===== src/rtl/pkt_link_pkg.sv =====
package pkt_link_pkg;
   typedef logic [7:0] byte_t;
   typedef enum logic [3:0] {
      ST_RS0, ST_RS1, ST_RS2, ST_RS3,
      ST_IDLE, ST_TX, ST_RX, ST_SETTLE, ST_GUARD
   } link_st_e;
endpackage


===== src/rtl/pkt_link_sync.sv =====
module pkt_link_sync #(
   parameter int STAGES  = 2,
   parameter bit RST_VAL = 1'b1
) (
   input  logic clk,
   input  logic rst_n,
   input  logic d,
   output logic q
);
   logic [STAGES-1:0] chain;

   generate
      if (STAGES < 2) begin : g_bad_stages
         $error("pkt_link_sync: STAGES must be at least 2");
      end
   endgenerate

   always_ff @(posedge clk or negedge rst_n) begin
      if (!rst_n) chain <= {STAGES{RST_VAL}};
      else        chain <= {chain[STAGES-2:0], d};
   end

   assign q = chain[STAGES-1];
endmodule


===== src/rtl/pkt_link_timer.sv =====
module pkt_link_timer #(
   parameter int TW   = 8,
   parameter int INIT = 1
) (
   input  logic          clk,
   input  logic          rst_n,
   input  logic          start,
   input  logic [TW-1:0] len,
   output logic          done
);
   logic [TW-1:0] cnt;

   always_ff @(posedge clk or negedge rst_n) begin
      if (!rst_n)          cnt <= TW'(INIT);
      else if (start)      cnt <= len;
      else if (cnt != '0)  cnt <= cnt - TW'(1);
   end

   assign done = (cnt == TW'(1));
endmodule


===== src/rtl/pkt_link_ctrl.sv =====
module pkt_link_ctrl
   import pkt_link_pkg::*;
#(
   parameter int CLK_HZ      = 50_000_000,
   parameter int SETTLE_CYC  = (CLK_HZ / 1_000_000) * 150,
   parameter int GUARD_CYC   = (CLK_HZ / 1_000_000) * 1500,
   parameter int TX_MAX      = 16,
   parameter int RX_MAX      = 256,
   parameter int SYNC_STAGES = 2,
   localparam int LW = $clog2(TX_MAX + 1),
   localparam int CW = $clog2(RX_MAX + 1)
) (
   input  logic          clk,
   input  logic          rst_n,
   input  logic          tx_start,
   input  logic [LW-1:0] tx_len,
   output logic [LW-1:0] tx_rd_idx,
   input  logic [7:0]    tx_rd_data,
   output logic          tx_busy,
   output logic          tx_done,
   output logic          sr_dir_out,
   output logic          sr_load,
   output logic [7:0]    sr_wdata,
   input  logic [7:0]    sr_rdata,
   input  logic          sr_done,
   output logic          tip_n,
   output logic          ack_n,
   input  logic          req_n,
   output logic          rx_valid,
   output logic          rx_first,
   output logic [7:0]    rx_data,
   output logic          rx_end,
   output logic [CW-1:0] rx_plen,
   output logic          rx_ovf
);
   localparam int TW = $clog2(GUARD_CYC + 1);

   generate
      if (SETTLE_CYC < 2 || GUARD_CYC < SETTLE_CYC) begin : g_bad_delay
         $error("pkt_link_ctrl: need 2 <= SETTLE_CYC <= GUARD_CYC");
      end
      if (TX_MAX < 1 || RX_MAX < 2) begin : g_bad_size
         $error("pkt_link_ctrl: TX_MAX >= 1 and RX_MAX >= 2 required");
      end
   endgenerate

   link_st_e      st;
   logic          req_q, req_a;
   logic          tmr_go, tmr_guard, tmr_done;
   logic [TW-1:0] tmr_len;
   logic          pend;
   logic [LW-1:0] len_q, sent, sent_nx;
   logic [CW-1:0] rcnt;
   logic          launch, rx_enter, rx_full;

   // request line: synchronized before use
   pkt_link_sync #(.STAGES(SYNC_STAGES), .RST_VAL(1'b1)) u_sync (
      .clk(clk), .rst_n(rst_n), .d(req_n), .q(req_q)
   );
   assign req_a = ~req_q;

   assign tmr_len = tmr_guard ? TW'(GUARD_CYC - 1) : TW'(SETTLE_CYC - 1);

   pkt_link_timer #(.TW(TW), .INIT(SETTLE_CYC)) u_timer (
      .clk(clk), .rst_n(rst_n), .start(tmr_go), .len(tmr_len), .done(tmr_done)
   );

   assign sent_nx   = sent + LW'(1);
   assign tx_rd_idx = (st == ST_TX) ? sent_nx : '0;
   assign tx_busy   = pend;
   assign rx_full   = (rcnt == CW'(RX_MAX));

   always_comb begin
      launch   = 1'b0;
      rx_enter = 1'b0;
      case (st)
         ST_IDLE: begin
            if (sr_done) rx_enter = req_a;
            else         launch   = pend && !req_a;
         end
         ST_TX:     rx_enter = sr_done && req_a;
         ST_SETTLE: launch   = tmr_done;
         ST_GUARD: begin
            launch   = tmr_done && !req_a;
            rx_enter = tmr_done && req_a;
         end
         default: ;
      endcase
   end

   always_ff @(posedge clk or negedge rst_n) begin
      if (!rst_n) begin
         st <= ST_RS0;  tip_n <= 1'b1;  ack_n <= 1'b1;  sr_dir_out <= 1'b0;
         sr_load <= 1'b0;  sr_wdata <= '0;  pend <= 1'b0;  len_q <= '0;
         sent <= '0;  rcnt <= '0;  tmr_go <= 1'b0;  tmr_guard <= 1'b0;
         tx_done <= 1'b0;  rx_valid <= 1'b0;  rx_first <= 1'b0;
         rx_data <= '0;  rx_end <= 1'b0;  rx_plen <= '0;  rx_ovf <= 1'b0;
      end else begin
         sr_load <= 1'b0;  tmr_go <= 1'b0;  tx_done <= 1'b0;
         rx_valid <= 1'b0;  rx_first <= 1'b0;  rx_end <= 1'b0;  rx_ovf <= 1'b0;

         if (tx_start && !pend && tx_len != '0) begin
            pend  <= 1'b1;
            len_q <= tx_len;
         end

         if (launch) begin
            st <= ST_TX;  sr_dir_out <= 1'b1;  sr_load <= 1'b1;
            sr_wdata <= tx_rd_data;  ack_n <= 1'b1;  tip_n <= 1'b0;  sent <= '0;
         end else if (rx_enter) begin
            st <= ST_RX;  sr_dir_out <= 1'b0;  tip_n <= 1'b0;  ack_n <= 1'b1;
            rcnt <= '0;  sent <= '0;
         end else begin
            case (st)
               ST_RS0: if (tmr_done) begin tip_n <= 1'b0; tmr_go <= 1'b1; tmr_guard <= 1'b0; st <= ST_RS1; end
               ST_RS1: if (tmr_done) begin ack_n <= 1'b0; tmr_go <= 1'b1; st <= ST_RS2; end
               ST_RS2: if (tmr_done) begin tip_n <= 1'b1; tmr_go <= 1'b1; st <= ST_RS3; end
               ST_RS3: if (tmr_done) begin ack_n <= 1'b1; st <= ST_IDLE; end
               ST_IDLE: begin
                  if (sr_done && pend) begin   // false start with work pending
                     st <= ST_SETTLE;  tmr_go <= 1'b1;  tmr_guard <= 1'b0;
                  end
               end
               ST_TX: begin
                  if (sr_done) begin
                     if (sent_nx == len_q) begin
                        pend <= 1'b0;  sr_dir_out <= 1'b0;  tip_n <= 1'b1;
                        ack_n <= 1'b1;  tx_done <= 1'b1;  st <= ST_IDLE;
                     end else begin
                        sr_load <= 1'b1;  sr_wdata <= tx_rd_data;
                        sent <= sent_nx;  ack_n <= ~ack_n;
                     end
                  end
               end
               ST_RX: begin
                  if (sr_done) begin
                     if (!rx_full) begin
                        rx_valid <= 1'b1;  rx_data <= sr_rdata;
                        rx_first <= (rcnt == '0);  rcnt <= rcnt + CW'(1);
                     end
                     if (rx_full || !req_a) begin
                        tip_n <= 1'b1;  ack_n <= 1'b1;  rx_end <= 1'b1;
                        rx_ovf <= rx_full;
                        rx_plen <= rx_full ? CW'(RX_MAX - 1) : rcnt;
                        if (pend) begin
                           st <= ST_GUARD;  tmr_go <= 1'b1;  tmr_guard <= 1'b1;
                        end else begin
                           st <= ST_IDLE;
                        end
                     end else begin
                        ack_n <= ~ack_n;
                     end
                  end
               end
               default: ;
            endcase
         end
      end
   end
endmodule


===== config.mk =====
export PLATFORM = sky130hd
export DESIGN_NAME = pkt_link_ctrl
export DESIGN_NICKNAME = d
export VERILOG_FILES = /design/src/rtl/pkt_link_pkg.sv /design/src/rtl/pkt_link_sync.sv /design/src/rtl/pkt_link_timer.sv /design/src/rtl/pkt_link_ctrl.sv
export SDC_FILE = /design/constraint.sdc
export NUM_CORES = 1
export LEC_CHECK = 0
export BUFFER_PORTS_ARGS = -buffer_cell sky130_fd_sc_hd__clkbuf_2
export CORE_ASPECT_RATIO = 1.4
export CORE_UTILIZATION = 45
export CTS_CLUSTER_DIAMETER = 80
export DETAILED_ROUTE_END_ITERATION = 12
export PLACE_DENSITY_LB_ADDON = 0.05
export SYNTH_ARGS = -nofsm -noshare
export SYNTH_HDL_FRONTEND = slang
export SYNTH_SLANG_ARGS = --single-unit

===== constraint.sdc =====
create_clock -name clk -period 2.6 [get_ports clk]
set_input_delay 0.13 -clock clk [delete_from_list [all_inputs] [get_ports clk]]
set_output_delay 0.13 -clock clk [all_outputs]
set_load 0.1 [all_outputs]

==> Implementation_results.wiki, run 1 <==
{| class="wikitable"
! Metric !! Value
|-
| Result of the run || finished with violations
|-
| Failing checks || hold timing
|-
| Via count of the first global-routing pass || about 3300
|-
| Sum of buffers and inverters on the critical path || 0
|-
| RD Place Congestion || roughly 0.85
|-
| Post-Synthesis Mean Instance Area || just under 10 um^2
|-
| Number of nets in the layout || between 500 and 600
|-
| Final-report hold violation count || 68
|-
| CTS root buf || clkbuf_16
|-
| Filler cells || 800
|-
| Category of cells accounting for the largest share of critical-path delay || simple AND/OR/NAND/NOR gates
|-
| Post-route ant nets || 0
|-
| Final wirelength || 9299 um
|-
| Launching point of the worst reg2reg path || sent[1]$_DFFE_PN0P_
|-
| Gr ovfl total || 0
|-
| Synth top area share || a little over 40%
|-
| Internal reg-to-reg setup slack || around 0.14 ns
|-
| Worst-Margin Slew || 0.9706 ns
|-
| Placeable Area || 8708 um^2
|-
| Number of flops mapped to enable cells by yosys || 0
|-
| Die Area || 9540 um^2
|-
| Clock latency of the later-clocked register in the worst-skew pair || 0.33 ns
|-
| Count leader, synth || dfrtp_1
|-
| Number of DRC markers after the initial detailed-route iteration || 143
|-
| Slew headroom || between 30% and 40%
|-
| Share of the core filled with cells || 58.22%
|-
| Power Density || 526.4 nW/um^2
|-
| Type of element capturing the critical path || flop
|-
| Synth cell count leaders || dfrtp_1, nor2_1, nand2_1
|-
| Synth async-reset ratio || between 90% and 100%
|-
| Crit-path max FO || 5
|-
| Fraction of layout instances using a drive strength above 1 || between 20% and 30%
|-
| Cell count of the worst reg-to-reg path || 7
|-
| Total number of vias || 3265
|-
| Vias per std cell || 5.326
|-
| Mapped Nets || 448
|-
| Number of endpoints failing setup at the final stage || 0
|-
| Hold Crit Class || primary input to async pin
|-
| Post-synthesis cell type count || 70
|-
| Number of remaining DRC errors || 0
|-
| Dpl hpwl || 6591 um
|-
| Cell type contributing the most total cell area after synthesis || dfrtp_1
|-
| Max stage delay cell, worst path || or4_1
|-
| Worst-case setup slack after placement || 0.1469 ns
|-
| Fin crit share || between 90% and 100%
|-
| Pleak || between 0.002 and 0.0025 uW
|-
| Ordered cell list for the critical path || ha_1, xor3_2, nor3_4, a31oi_1, or3b_1, or4_1, a21oi_1
|-
| Post-CTS setup repair buffer count || 0
|-
| Peak VDD IR || slightly below 0.6 mV
|-
| FF+latch count, synth || 79
|-
| CTS buffer count || 9
|-
| Final number of max-transition violations || 0
|-
| Average wire length per cell after detail routing || ~15 um
|-
| Maximum number of pins on one net before global-route repair || 80
|-
| Setup slack of the critical path after layout || 0.1373 ns
|-
| Initial Utilization || 47.27%
|-
| Level count of the clock H-tree || 3
|-
| Final hold slack || -0.03868 ns
|-
| First-pass DRT Iterations || 4
|-
| Arrival time of the worst setup path || 2.73 ns
|-
| # diodes || 0
|-
| Overall Global Routing Usage || 20.95%
|-
| Most frequently used flop master after synthesis || dfrtp_1
|-
| Synth Cell Area || 4116 um^2
|-
| Floorplan die width || between 80 and 90 um
|-
| Number of max-capacitance violations reported || 0
|-
| Clock Sinks || between 70 and 80
|-
| Worst Path Class, Setup || flop to flop
|-
| Final sum of negative setup slack || 0 ns
|-
| Number of antenna violations at the first check in global routing || 0
|-
| Mapped Cells || about 420
|-
| End of the worst register-to-register path || tip_n$_DFFE_PN1P_
|-
| Period minus WS final || 2.463 ns
|-
| TritonCTS clock tree || yes
|-
| Count of input and output buffers || 65
|-
| Maximum clock skew at final layout || between 0.004 and 0.005 ns
|-
| Startpoint Class || flop
|-
| RSZ-0062 raised after global routing || no
|-
| Max Fclk || 406.1 MHz
|-
| WP data required || 2.87 ns
|-
| Synth warn || 0
|-
| Wire length of the first global-routing pass || 15840 um
|-
| Clock-pin slew reported for the worst setup and hold paths after clock tree synthesis || ~0.060 ns
|-
| Sequential fraction of the synthesis area || 48.36%
|-
| Num rows || 40
|-
| Clock Tree Buf Depth || 2
|-
| Slowest stage delay, CP || 0.47 ns
|-
| Area delta synth->final || 23.16%
|-
| Io pins || 66
|-
| Leading cell types by total area after synthesis || dfrtp_1, dfstp_2, nor2_1
|-
| Die height || 115.2 um
|}
-- registers in the layout, summed over array words and instances (netlist names), 2 cells and up --
signal / cells
rx_data: 8
rx_plen: 9
rcnt: 9
st: 4
sent: 5
sr_wdata: 8
u_sync.chain: 2
u_timer.cnt: 17
len_q: 5
-- through the flow --
step,instances,hold slack (ns),total power [uW],cell area (um^2)
finish,613,-0.03868,2669,5070
global route,613,0.01179,2774,5070
CTS,613,0.0001800,2710,5054
detailed placement,586,0.2411,1410,4639
global placement,586,0.2388,1409,4639
floorplan,416,-0.1656,1351,4116
-- timing repair --
item                       CTS  global route
hold buffers                11             0
setup endpoints to repair    0             2
hold endpoints to repair    11             0
resized for setup            0             3
-- how the worst max path moves through the flow --
| stage | start | endpoint | cells after the start | slack, ns |
|---|---|---|---|---|
| 2_1_floorplan | sent[0]$_DFFE_PN0P_ | tip_n$_DFFE_PN1P_ | 7 | 0.14 |
| 3_3_place_gp | sent[0]$_DFFE_PN0P_ | tip_n$_DFFE_PN1P_ | 7 | 0.17 |
| 3_5_place_dp | sent[1]$_DFFE_PN0P_ | sr_wdata[5]$_DFFE_PN0P_ | 8 | 0.15 |
| 4_1_cts | sent[1]$_DFFE_PN0P_ | tip_n$_DFFE_PN1P_ | 7 | 0.14 |
| 5_1_grt | u_timer.cnt[9]$_DFFE_PN0P_ | tip_n$_DFFE_PN1P_ | 6 | 0.003 |
| 6_report | sent[1]$_DFFE_PN0P_ | tip_n$_DFFE_PN1P_ | 7 | 0.14 |
-- cells by family (layout without fill, tap and decap cells) --
group | Yosys count | after routing | synth area share, %
compound gates | 72 | 72 | 12.34
xor+xnor | 29 | 29 | 7.568
fa+ha+maj | 6 | 6 | 1.824
buf+inv | 31 | 123 | 2.918
flops | 79 | 79 | 48.36
mux | 9 | 9 | 3.161
simple gates | 190 | 190 | 23.83
-- final cells by class --
cell class	count	area [um^2]	area share [%]
flip-flops and latches	79	1992	39.29
repair buffers	94	573.1	11.30
inverters	13	48.80	0.9625
clock inverters	7	78.83	1.555
multi-input cells	306	2021	39.86
clock buffers	9	225.2	4.442
well taps	105	131.4	2.591
-- power breakdown --
part	switching (uW)	internal [uW]
clock network	515	755
logic	99.3	44.5
registers	10.8	1240
-- layer usage --
metal  GRT usage (%)  wire (um)
met1           26.65       4100
met2           35.14       4683
met4           8.736        178
met3           4.092        337
met5               0          0
-- layout by cell type (no fill, tap or decap), drive strengths merged, types with 2 or more instances in the layout --
cell | Yosys | routed
nor3 | 10 | 10
nor2b | 4 | 4
inv | 13 | 16
o22ai | 2 | 2
a41oi | 2 | 2
nand4 | 5 | 5
nand2 | 51 | 51
or3 | 4 | 4
nor4b | 2 | 2
nand2b | 5 | 5
xnor2 | 16 | 16
o21a | 2 | 2
o31ai | 2 | 2
a211oi | 2 | 2
buf | 4 | 19
dfrtp | 68 | 68
a21o | 4 | 4
nand3 | 9 | 9
nand3b | 4 | 4
o21ai | 13 | 13
clkinv | 0 | 3
dlygate4sd3 | 0 | 11
and3 | 7 | 7
a311oi | 2 | 2
or2 | 3 | 3
a211o | 3 | 3
dfstp | 11 | 11
nor4 | 9 | 9
clkbuf | 14 | 73
ha | 6 | 6
and2 | 3 | 3
mux2 | 8 | 8
xor2 | 11 | 11
o41ai | 3 | 3
or4 | 4 | 4
nor4bb | 3 | 3
nor2 | 63 | 63
a21oi | 18 | 18
a31oi | 8 | 8
(Power assumes the default switching activity.)
==> inputs of run 2 (changes only) <==
--- a/config.mk
+++ b/config.mk
@@ -5,11 +5,13 @@
 export SDC_FILE = /design/constraint.sdc
 export NUM_CORES = 1
 export LEC_CHECK = 0
+export ABC_CLOCK_PERIOD_IN_PS = 2600
 export BUFFER_PORTS_ARGS = -buffer_cell sky130_fd_sc_hd__clkbuf_2
 export CORE_ASPECT_RATIO = 1.4
 export CORE_UTILIZATION = 45
 export CTS_CLUSTER_DIAMETER = 80
 export DETAILED_ROUTE_END_ITERATION = 12
+export MAX_ROUTING_LAYER = met4
 export PLACE_DENSITY_LB_ADDON = 0.05
 export SYNTH_ARGS = -nofsm -noshare
 export SYNTH_HDL_FRONTEND = slang
==> run 2 against run 1 <==
The flow still finishes with violations (hold timing). Die area stayed put. Global-route usage grew 0.74 points. Design area did not move. Highest routed layer unchanged. Sequential cell count did not move. Setup slack worse by 0.0025 ns. Largest cell class unchanged. First-iteration DRC count grew 4.9%. Utilization unchanged. Register-to-register slack about the same.
==> Implementation_results.wiki, run 2 (synthesis results as in run 1) <==
{| class="wikitable"
! Metric !! Value
|-
| Worst Path Class, Setup || flop to flop (unchanged)
|-
| Number of antenna violations at the first check in global routing || 0 (unchanged)
|-
| Die height || 115.2 um (unchanged)
|-
| Final hold slack || -0.04630 ns (was -0.03868 ns)
|-
| Vias per std cell || 5.359 (was 5.326)
|-
| Pleak || 0.002419 uW (unchanged)
|-
| WP data required || 2.87 ns (about the same)
|-
| RSZ-0062 raised after global routing || no (unchanged)
|-
| CTS root buf || clkbuf_16 (unchanged)
|-
| Gr ovfl total || 0 (unchanged)
|-
| Most used cells in the layout excluding fill and tap cells || dfrtp_1, clkbuf_2, nor2_1 (unchanged)
|-
| Filler cells || 800 (unchanged)
|-
| Final sum of negative setup slack || 0 ns (unchanged)
|-
| Worst-Margin Slew || 0.9751 ns (was 0.9706 ns)
|-
| Hold Crit Class || primary input to async pin (unchanged)
|-
| Max reg flops || 17 (unchanged)
|-
| # diodes || 0 (unchanged)
|-
| Clock Sinks || 79 (unchanged)
|-
| Via count of the first global-routing pass || 3250 (was 3252)
|-
| Dpl hpwl || 6591 um (unchanged)
|-
| Placeable Area || 8708 um^2 (unchanged)
|-
| Maximum number of pins on one net before global-route repair || 80 (unchanged)
|-
| Peak VDD IR || 0.5840 mV (was 0.5836 mV)
|-
| Switching share of power || 23.56% (was 23.44%)
|-
| Average wire length per cell after detail routing || 15.16 um (was 15.17 um)
|-
| TritonCTS clock tree || yes (unchanged)
|-
| Count of input and output buffers || 65 (unchanged)
|-
| Wire length of the first global-routing pass || 15850 um (was 15840 um)
|-
| Num rows || 40 (unchanged)
|-
| CTS buffer count || 9 (unchanged)
|-
| Relative contribution of sequential cells to total power || 46.9% (was 47.0%)
|-
| Crit-path max FO || 5 (unchanged)
|-
| Initial Utilization || 47.27% (unchanged)
|-
| Total number of vias || 3285 (was 3265)
|-
| P_int || 2043 uW (unchanged)
|-
| Fin crit share || 94.82% (was 94.72%)
|-
| Most flop-heavy register || u_timer.cnt (unchanged)
|-
| Arrival time of the worst setup path || 2.73 ns (about the same)
|-
| Most common cell after layout, fill and taps aside || dfrtp_1 (unchanged)
|-
| Number of remaining DRC errors || 0 (unchanged)
|-
| Total power draw || 2673 uW (was 2669 uW)
|-
| Switching power of the nets || 629.7 uW (was 625.5 uW)
|-
| Number of max-capacitance violations reported || 0 (unchanged)
|-
| Startpoint Class || flop (unchanged)
|-
| Result of the run || finished with violations (unchanged)
|-
| Io pins || 66 (unchanged)
|-
| Power Density || 527.3 nW/um^2 (was 526.4 nW/um^2)
|-
| Die Area || 9540 um^2 (unchanged)
|-
| Level count of the clock H-tree || 3 (unchanged)
|-
| Largest registers || u_timer.cnt: 17 flops, rcnt: 9 flops, rx_plen: 9 flops (unchanged)
|-
| Final number of max-transition violations || 0 (unchanged)
|-
| Number of endpoints failing setup at the final stage || 0 (unchanged)
|-
| Post-route ant nets || 0 (unchanged)
|-
| Failing checks || hold timing (unchanged)
|-
| Type of element capturing the critical path || flop (unchanged)
|-
| Overall Global Routing Usage || 21.69% (was 20.95%)
|-
| Clock Tree Buf Depth || 2 (unchanged)
|-
| Slew headroom || 34.99% (was 35.29%)
|-
| First-pass DRT Iterations || 4 (unchanged)
|-
| Area delta synth->final || 23.16% (unchanged)
|-
| Max Fclk || 405.6 MHz (was 406.1 MHz)
|-
| Number of DRC markers after the initial detailed-route iteration || 150 (was 143)
|-
| Fraction of layout instances using a drive strength above 1 || 27.76% (unchanged)
|-
| Number of nets in the layout || 535 (unchanged)
|-
| Floorplan die width || 82.84 um (unchanged)
|-
| Final-report hold violation count || 68 (unchanged)
|-
| Clock network fraction of total power || 47.7% (was 47.6%)
|-
| Clock-pin slew reported for the worst setup and hold paths after clock tree synthesis || 0.06 ns (about the same)
|-
| Post-CTS setup repair buffer count || 0 (unchanged)
|-
| Clock latency of the later-clocked register in the worst-skew pair || 0.34 ns (was 0.33 ns)
|-
| Final wirelength || 9295 um (was 9299 um)
|-
| Gate power share || 5.4% (about the same)
|-
| Period minus WS final || 2.465 ns (was 2.463 ns)
|-
| RD Place Congestion || 0.8596 (was 0.8463)
|-
| Maximum clock skew at final layout || 0.004562 ns (was 0.004434 ns)
|}
-- run 2: cell counts in the layout (fill, tap and decap cells not counted) --
Identical to the previous run, type by type.
-- run 2: path summary, 6_finish.rpt --
path	startpoint	end	slack [ns]	depth (start not counted)
min in group clk	tx_len[0]	len_q[0]$_DFFE_PN0P_	0.01	3
hold / removal	rst_n	u_timer.cnt[4]$_DFFE_PN0P_	-0.05	1
setup / recovery	sent[0]$_DFFE_PN0P_	tip_n$_DFFE_PN1P_	0.13	7
setup reg to reg	sent[0]$_DFFE_PN0P_	tip_n$_DFFE_PN1P_	0.13	7
max in group asynchronous	rst_n	st[0]$_DFFE_PN0P_	1.97	1
hold reg to reg	u_sync.chain[0]$_DFF_PN1_	u_sync.chain[1]$_DFF_PN1_	0.36	0
-- run 2: area by class of cell --
| class | count | area, um^2 | share of cell area (%) |
|---|---|---|---|
| Multi-Input combinational cell | 306 | 2021 | 39.86 |
| Sequential cell | 79 | 1992 | 39.29 |
| Timing Repair Buffer | 94 | 573.1 | 11.30 |
| Clock buffer | 9 | 225.2 | 4.442 |
| Tap cell | 105 | 131.4 | 2.591 |
| Clock inverter | 7 | 78.83 | 1.555 |
| Inverter | 13 | 48.80 | 0.9625 |
-- run 2: per-layer routing --
metal  share of wire [%]  global-route usage [%]
met4                 1.3                   8.736
met1                  45                   26.97
met5                   0                       -
met3                 3.4                   4.164
met2                  51                   34.97
-- run 2: critical path, cell delays in order (launching register included) --
cell,delay [ns]
dfrtp_1,0.38
ha_1,0.27
xor3_2,0.42
nor3_4,0.20
a31oi_1,0.13
or3b_1,0.38
or4_1,0.47
a21oi_1,0.15
-- run 2: timing repair --
action / in CTS / in global routing
gates resized for setup: 0 / 3
setup endpoints to repair: 0 / 2
hold buffers: 11 / 0
endpoints found under the hold margin: 11 / 0
-- run 2: power by group through the flow --
stage	logic (uW)	clock network [uW]	registers [uW]
floorplan	31.0	0	1320
global placement	132	0	1280
detailed placement	134	0	1280
CTS	146	1310	1250
global route	157	1360	1260
finish	144	1270	1250
-- run 2: stage by stage --
stage | instance area [um^2] | setup WS (ns) | hold WS, ns | util, % | std cells
6_report | 5070 | 0.1348 | -0.04630 | 58.22 | 613
5_1_grt | 5070 | 0.001741 | 0.009214 | 58.22 | 613
4_1_cts | 5054 | 0.1358 | 0.0001800 | 58.03 | 613
3_5_place_dp | 4639 | 0.1469 | 0.2411 | 53.28 | 586
3_3_place_gp | 4639 | 0.1748 | 0.2388 | 53.28 | 586
2_1_floorplan | 4116 | 0.1417 | -0.1656 | - | 416
